## src/rtl/i2c_dly_pkg.sv

```systemverilog
package i2c_dly_pkg;
  typedef enum logic [3:0] {
    ST_IDLE,
    ST_ADDR,
    ST_REG,
    ST_WDAT,
    ST_ACKW,
    ST_ACKD,
    ST_RDAT,
    ST_RACK,
    ST_WAIT
  } st_e;
endpackage

```

## src/rtl/i2c_line_sync.sv

```systemverilog
module i2c_line_sync (
  input  logic clk,
  input  logic rst_n,
  input  logic scl_i,
  input  logic sda_i,
  output logic sda_s,
  output logic scl_rise,
  output logic scl_fall,
  output logic start_c,
  output logic stop_c
);
  // Stage 1 and 2 synchronise, stage 3 holds the previous level.
  logic [2:0] scl_p, sda_p;

  always_ff @(posedge clk) begin
    if (!rst_n) begin
      scl_p <= '1;
      sda_p <= '1;
    end else begin
      scl_p <= {scl_p[1:0], scl_i};
      sda_p <= {sda_p[1:0], sda_i};
    end
  end

  assign sda_s    = sda_p[1];
  assign scl_rise = scl_p[1] & ~scl_p[2];
  assign scl_fall = ~scl_p[1] & scl_p[2];
  assign start_c  = scl_p[1] & scl_p[2] & sda_p[2] & ~sda_p[1];
  assign stop_c   = scl_p[1] & scl_p[2] & ~sda_p[2] & sda_p[1];
endmodule

```

## src/rtl/i2c_dly_regs.sv

```systemverilog
module i2c_dly_regs #(
  parameter int NCH  = 3,
  parameter int CW   = 6,
  parameter int IDXW = 2
) (
  input  logic              clk,
  input  logic              rst_n,
  input  logic              wr_en,
  input  logic [IDXW-1:0]   wr_idx,
  input  logic [CW-1:0]     wr_data,
  input  logic [IDXW-1:0]   rd_idx,
  output logic [CW-1:0]     rd_data,
  output logic [NCH*CW-1:0] codes
);
  logic [CW-1:0] code_q [NCH];

  for (genvar k = 0; k < NCH; k++) begin : g_ch
    always_ff @(posedge clk) begin
      if (!rst_n)
        code_q[k] <= '0;
      else if (wr_en && wr_idx == IDXW'(k))
        code_q[k] <= wr_data;
    end
    assign codes[k*CW +: CW] = code_q[k];
  end

  // Indices without storage read back zero.
  always_comb begin
    rd_data = '0;
    for (int k = 0; k < NCH; k++)
      if (rd_idx == IDXW'(k)) rd_data = code_q[k];
  end
endmodule

```

## src/rtl/i2c_dly_proto.sv

```systemverilog
module i2c_dly_proto
  import i2c_dly_pkg::*;
#(
  parameter int          CW   = 6,
  parameter int          IDXW = 2,
  parameter logic [4:0]  BASE = 5'b01110
) (
  input  logic            clk,
  input  logic            rst_n,
  input  logic            sda_s,
  input  logic            scl_rise,
  input  logic            scl_fall,
  input  logic            start_c,
  input  logic            stop_c,
  input  logic [1:0]      strap_i,
  input  logic [CW-1:0]   rd_data,
  output logic            wr_en,
  output logic [IDXW-1:0] ptr,
  output logic [CW-1:0]   wr_data,
  output logic            sda_oe
);
  st_e        st, nxt;
  logic [2:0] cnt;
  logic [6:0] sh;
  logic [7:0] byte_in, rd_byte;
  logic [6:0] dev_addr;

  assign dev_addr = {BASE, strap_i};
  assign byte_in  = {sh, sda_s};
  assign rd_byte  = 8'(rd_data);
  assign wr_data  = sh[CW-1:0];

  always_ff @(posedge clk) begin
    if (!rst_n) begin
      st     <= ST_IDLE;
      nxt    <= ST_IDLE;
      cnt    <= '0;
      sh     <= '0;
      ptr    <= '0;
      sda_oe <= 1'b0;
      wr_en  <= 1'b0;
    end else begin
      wr_en <= 1'b0;
      if (start_c) begin
        st     <= ST_ADDR;
        cnt    <= '0;
        sda_oe <= 1'b0;
      end else if (stop_c) begin
        st     <= ST_IDLE;
        sda_oe <= 1'b0;
      end else begin
        case (st)
          ST_ADDR, ST_REG, ST_WDAT: begin
            if (scl_rise) begin
              sh  <= byte_in[6:0];
              cnt <= cnt + 3'd1;
              if (cnt == 3'd7) begin
                case (st)
                  ST_ADDR: begin
                    if (byte_in[7:1] == dev_addr) begin
                      st  <= ST_ACKW;
                      nxt <= byte_in[0] ? ST_RDAT : ST_REG;
                    end else begin
                      st <= ST_WAIT;
                    end
                  end
                  ST_REG: begin
                    ptr <= byte_in[IDXW-1:0];
                    st  <= ST_ACKW;
                    nxt <= ST_WDAT;
                  end
                  default: begin
                    wr_en <= 1'b1;
                    st    <= ST_ACKW;
                    nxt   <= ST_WAIT;
                  end
                endcase
              end
            end
          end
          ST_ACKW: if (scl_fall) begin
            sda_oe <= 1'b1;
            st     <= ST_ACKD;
          end
          ST_ACKD: if (scl_fall) begin
            if (nxt == ST_RDAT) begin
              sh     <= rd_byte[6:0];
              sda_oe <= ~rd_byte[7];
              cnt    <= '0;
            end else begin
              sda_oe <= 1'b0;
            end
            st <= nxt;
          end
          ST_RDAT: if (scl_fall) begin
            if (cnt == 3'd7) begin
              sda_oe <= 1'b0;
              st     <= ST_RACK;
            end else begin
              sda_oe <= ~sh[6];
              sh     <= {sh[5:0], 1'b0};
              cnt    <= cnt + 3'd1;
            end
          end
          ST_RACK: if (scl_rise) st <= ST_WAIT;
          default: ;
        endcase
      end
    end
  end
endmodule

```

## src/rtl/i2c_delay_target.sv

```systemverilog
module i2c_delay_target #(
  parameter int         NCH  = 3,
  parameter int         CW   = 6,
  parameter int         IDXW = 2,
  parameter logic [4:0] BASE = 5'b01110
) (
  input  logic              clk,
  input  logic              rst_n,
  input  logic              scl_i,
  input  logic              sda_i,
  input  logic [1:0]        strap_i,
  output logic              sda_oe,
  output logic [NCH*CW-1:0] delay_codes
);
  logic            sda_s, scl_rise, scl_fall, start_c, stop_c;
  logic            wr_en;
  logic [IDXW-1:0] ptr;
  logic [CW-1:0]   wr_data, rd_data;

  i2c_line_sync u_sync (
    .clk      (clk),
    .rst_n    (rst_n),
    .scl_i    (scl_i),
    .sda_i    (sda_i),
    .sda_s    (sda_s),
    .scl_rise (scl_rise),
    .scl_fall (scl_fall),
    .start_c  (start_c),
    .stop_c   (stop_c)
  );

  i2c_dly_proto #(.CW(CW), .IDXW(IDXW), .BASE(BASE)) u_proto (
    .clk      (clk),
    .rst_n    (rst_n),
    .sda_s    (sda_s),
    .scl_rise (scl_rise),
    .scl_fall (scl_fall),
    .start_c  (start_c),
    .stop_c   (stop_c),
    .strap_i  (strap_i),
    .rd_data  (rd_data),
    .wr_en    (wr_en),
    .ptr      (ptr),
    .wr_data  (wr_data),
    .sda_oe   (sda_oe)
  );

  i2c_dly_regs #(.NCH(NCH), .CW(CW), .IDXW(IDXW)) u_regs (
    .clk     (clk),
    .rst_n   (rst_n),
    .wr_en   (wr_en),
    .wr_idx  (ptr),
    .wr_data (wr_data),
    .rd_idx  (ptr),
    .rd_data (rd_data),
    .codes   (delay_codes)
  );
endmodule

```

## config.mk

```make
export PLATFORM = sky130hd
export DESIGN_NAME = i2c_delay_target
export DESIGN_NICKNAME = d
export VERILOG_FILES = /design/src/rtl/i2c_dly_pkg.sv /design/src/rtl/i2c_line_sync.sv /design/src/rtl/i2c_dly_regs.sv /design/src/rtl/i2c_dly_proto.sv /design/src/rtl/i2c_delay_target.sv
export SDC_FILE = /design/constraint.sdc
export NUM_CORES = 1
export LEC_CHECK = 0
export BUFFER_PORTS_ARGS = -buffer_cell sky130_fd_sc_hd__buf_4
export CAP_MARGIN = 15
export CORE_ASPECT_RATIO = 0.7
export CORE_UTILIZATION = 65
export CTS_BUF_LIST = sky130_fd_sc_hd__clkbuf_4
export DETAILED_ROUTE_END_ITERATION = 6
export HOLD_SLACK_MARGIN = 0.15
export PLACE_DENSITY = 0.9
export SYNTH_ARGS = -nofsm -noshare
export SYNTH_HDL_FRONTEND = slang
export SYNTH_SLANG_ARGS = --single-unit
```

## constraint.sdc

```tcl
create_clock -name clk -period 3.85 [get_ports clk]
set_input_delay 0.1925 -clock clk [delete_from_list [all_inputs] [get_ports clk]]
set_output_delay 0.1925 -clock clk [all_outputs]
set_load 0.02 [all_outputs]
```

==> impl_metrics.ini <==
[sta]
fin_skew_ns = 0.0112
clock.fmax_ghz = 0.416
max-slew-margin-rel_pct = 29.2
timing.final.crit_share_pct = 62.5
tns_ns = 0
period_minus_slack_ns = 2.41
setup_viol = 0
whs_ns = 0.442
slew_violations = 0
grt_setup_unrepaired = false
finalHoldViolCount = 0
worst_pin_slew_ns = 1.05

[final_layout]
fin_nets = 261
fin_cells = 301
drive_gt1_share_pct = 15.4
final_util_pct = 79.1
syn_to_final_growth_pct = 10.9
multi_input_area_sq_mm = 0.00116
antenna_cells = 0
num-fill-cells = 226
regArea_sq_mm = 0.00110

[power]
p_switching_mw = 0.207
power_frac_clock_pct = 27.4
intPower_mw = 0.614
p_per_area_mw_per_mm2 = 317
total_power_mw = 0.821
swShare_pct = 25.2
power.share.sequential_pct = 64.5
peakVddDrop_mv = 0.354
p_comb_share_pct = 8.1
leakage_nw = 0.958

[clock_tree]
cts_root_buffer = clkbuf_4
insertion_delay_ns = 0.36
cts.clk_slew.worst_paths_ns = 0.14
clock_path_buffers = 2
clock-sinks = 46
htree_levels = 2
tritoncts = yes
cts_made_buffers = 5
post_cts_buffers = 0

[floorplan]
dieWidth_um = 73.6
start_util_pct = 71.3
coreArea_sq_mm = 0.00328
num_rows = 17
ioPinCount = 25
dieArea_sq_mm = 0.00384
die_h_um = 52.1

[grt]
grt_pass1_vias = 1614
grtUsageTotal_pct = 29.1
grt_max_degree = 29
grt_pass1_wl_um = 8160
overflow = 0
antenna_found_initial = 0

[placement]
place_congestion = 0.967
dpl.cell_count = 290
io_buffer_count = 24
hpwl_um = 3680

[detailed_routing]
antenna_left = 0
detail_route.vias_per_cell = 5.98
wirelength_um = 5080
drc = 0
via_count = 1801
wl_per_cell_um = 16.9
drt_iter0_drc = 205
drt_pass1_iterations = 4

[synthesis]
netlist-cell-type-count = 46
synthTopCellsByCount = dfxtp_1 (28), and2_1 (18), edfxtp_1 (18), nand2b_1 (18), nand2_1 (15)
synth_nets = 241
async_flop_share_pct = 0
synth_cells = 233
yosysTopAreaCell = dfxtp_1
synth_top_flop_cell = dfxtp_1
ys_warn_count = 0
synth_edf_count = 18
synth.area.top_cells = dfxtp_1 (24%), edfxtp_1 (23%), and2_1 (4.8%), nand2b_1 (4.8%), mux2i_1 (4.7%)
synth_top_area_share_pct = 24.0
ys_seq_area_share_pct = 47.2
synth_area_per_cell_sq_um = 10.0
ys_ff_latch = 46
synth_most_common_cell = dfxtp_1
netlist_area_sq_mm = 0.00233

[worst_setup_path]
worstSetupPathType = reg -> reg
arrival_ns = 2.68
worstPathRequired_ns = 4.12
crit_fanout = 19
cp-start-kind = flip-flop
end_kind = flip-flop

[min_path]
hold_class = reg -> reg

[flow_run]
cap_violations = 0

[status]
status = finished, final reports clean
[metal layers]
layer	GRT usage [%]	vias to the layer above	wire [um]
met2	41.3	72	2180
li1	-	872	-
met3	5.23	7	403
met1	45.9	850	2440
met4	5.77	0	51
met5	0	-	0
[final timing paths]
path	end	from	cells past startpoint	slack, ns
max	u_proto.sh[4]	u_proto.st[0]	5	1.44
max reg2reg	u_proto.sh[4]	u_proto.st[0]	5	1.44
min reg2reg	u_sync.sda_p[1]	u_sync.sda_p[0]	1	0.44
min	u_sync.sda_p[1]	u_sync.sda_p[0]	1	0.44
[sequential cells by signal (all words and copies together), names as in the netlist, 2 cells and up]
register,count
u_proto.sh,7
u_sync.sda_p,3
u_proto.st,4
u_regs.code_q,18
u_proto.ptr,2
u_proto.cnt,3
u_sync.scl_p,3
u_proto.nxt,4
[power by group through the flow]
stage,Clock (mW),Sequential (mW),Combinational [mW]
floorplan,0,0.547,0.0296
global placement,0,0.539,0.0622
detailed placement,0,0.541,0.0633
CTS,0.225,0.530,0.0662
global route,0.244,0.532,0.0705
finish,0.225,0.530,0.0664
[cell families after synthesis]
family,count (synthesis),synth area share [%]
adder cells (fa/ha/maj),2,1.07
buffers and inverters,16,3.22
flip-flops,46,47.2
AO/OA/AOI/OAI,57,18.1
multiplexers,12,5.20
AND/OR/NAND/NOR,97,24.1
XOR/XNOR,3,1.13
[worst max-delay path: stages, from the launching register on]
cell,delay (ns)
dfxtp_1,0.71
nand2b_1,0.21
a21boi_0,0.20
a2111oi_4,0.75
and2b_1,0.27
o21a_1,0.17
[cell type report]
class,instances,share of cell area (%)
Clock buffer,5,1.45
Timing Repair Buffer,27,8.12
Sequential cell,46,42.5
Multi-Input combinational cell,171,44.7
Tap cell,47,2.27
Clock inverter,3,0.628
Inverter,2,0.290
[layout by cell type, fill, tap and decap left out, drive strengths merged, types with 2 or more instances in the layout]
master	count
clkinv	2
nand2	15
dlygate4sd3	3
xor2	2
nand3b	2
inv	2
a31oi	3
o211ai	6
dfxtp	28
o211a	5
nor2b	7
ha	2
and2	18
nor3	3
buf	24
a21oi	11
and2b	6
nand3	9
mux2i	11
a21boi	5
nor2	11
nand2b	18
clkbuf	5
o21a	7
a21o	2
o21ai	11
edfxtp	18
o22ai	2
[timing repair]
action,in CTS,in global routing
setup endpoints to repair,0,0
hold endpoints to repair,3,0
hold buffers,3,0
gates resized for setup,0,0
[per-stage QoR]
stage	worst slack, ns	instance area [sq um]
3_3_place_gp	1.59	2510
5_1_grt	1.15	2590
6_report	1.44	2590
3_5_place_dp	1.51	2510
2_1_floorplan	2.01	2330
4_1_cts	1.48	2590
(Power assumes the default switching activity.)
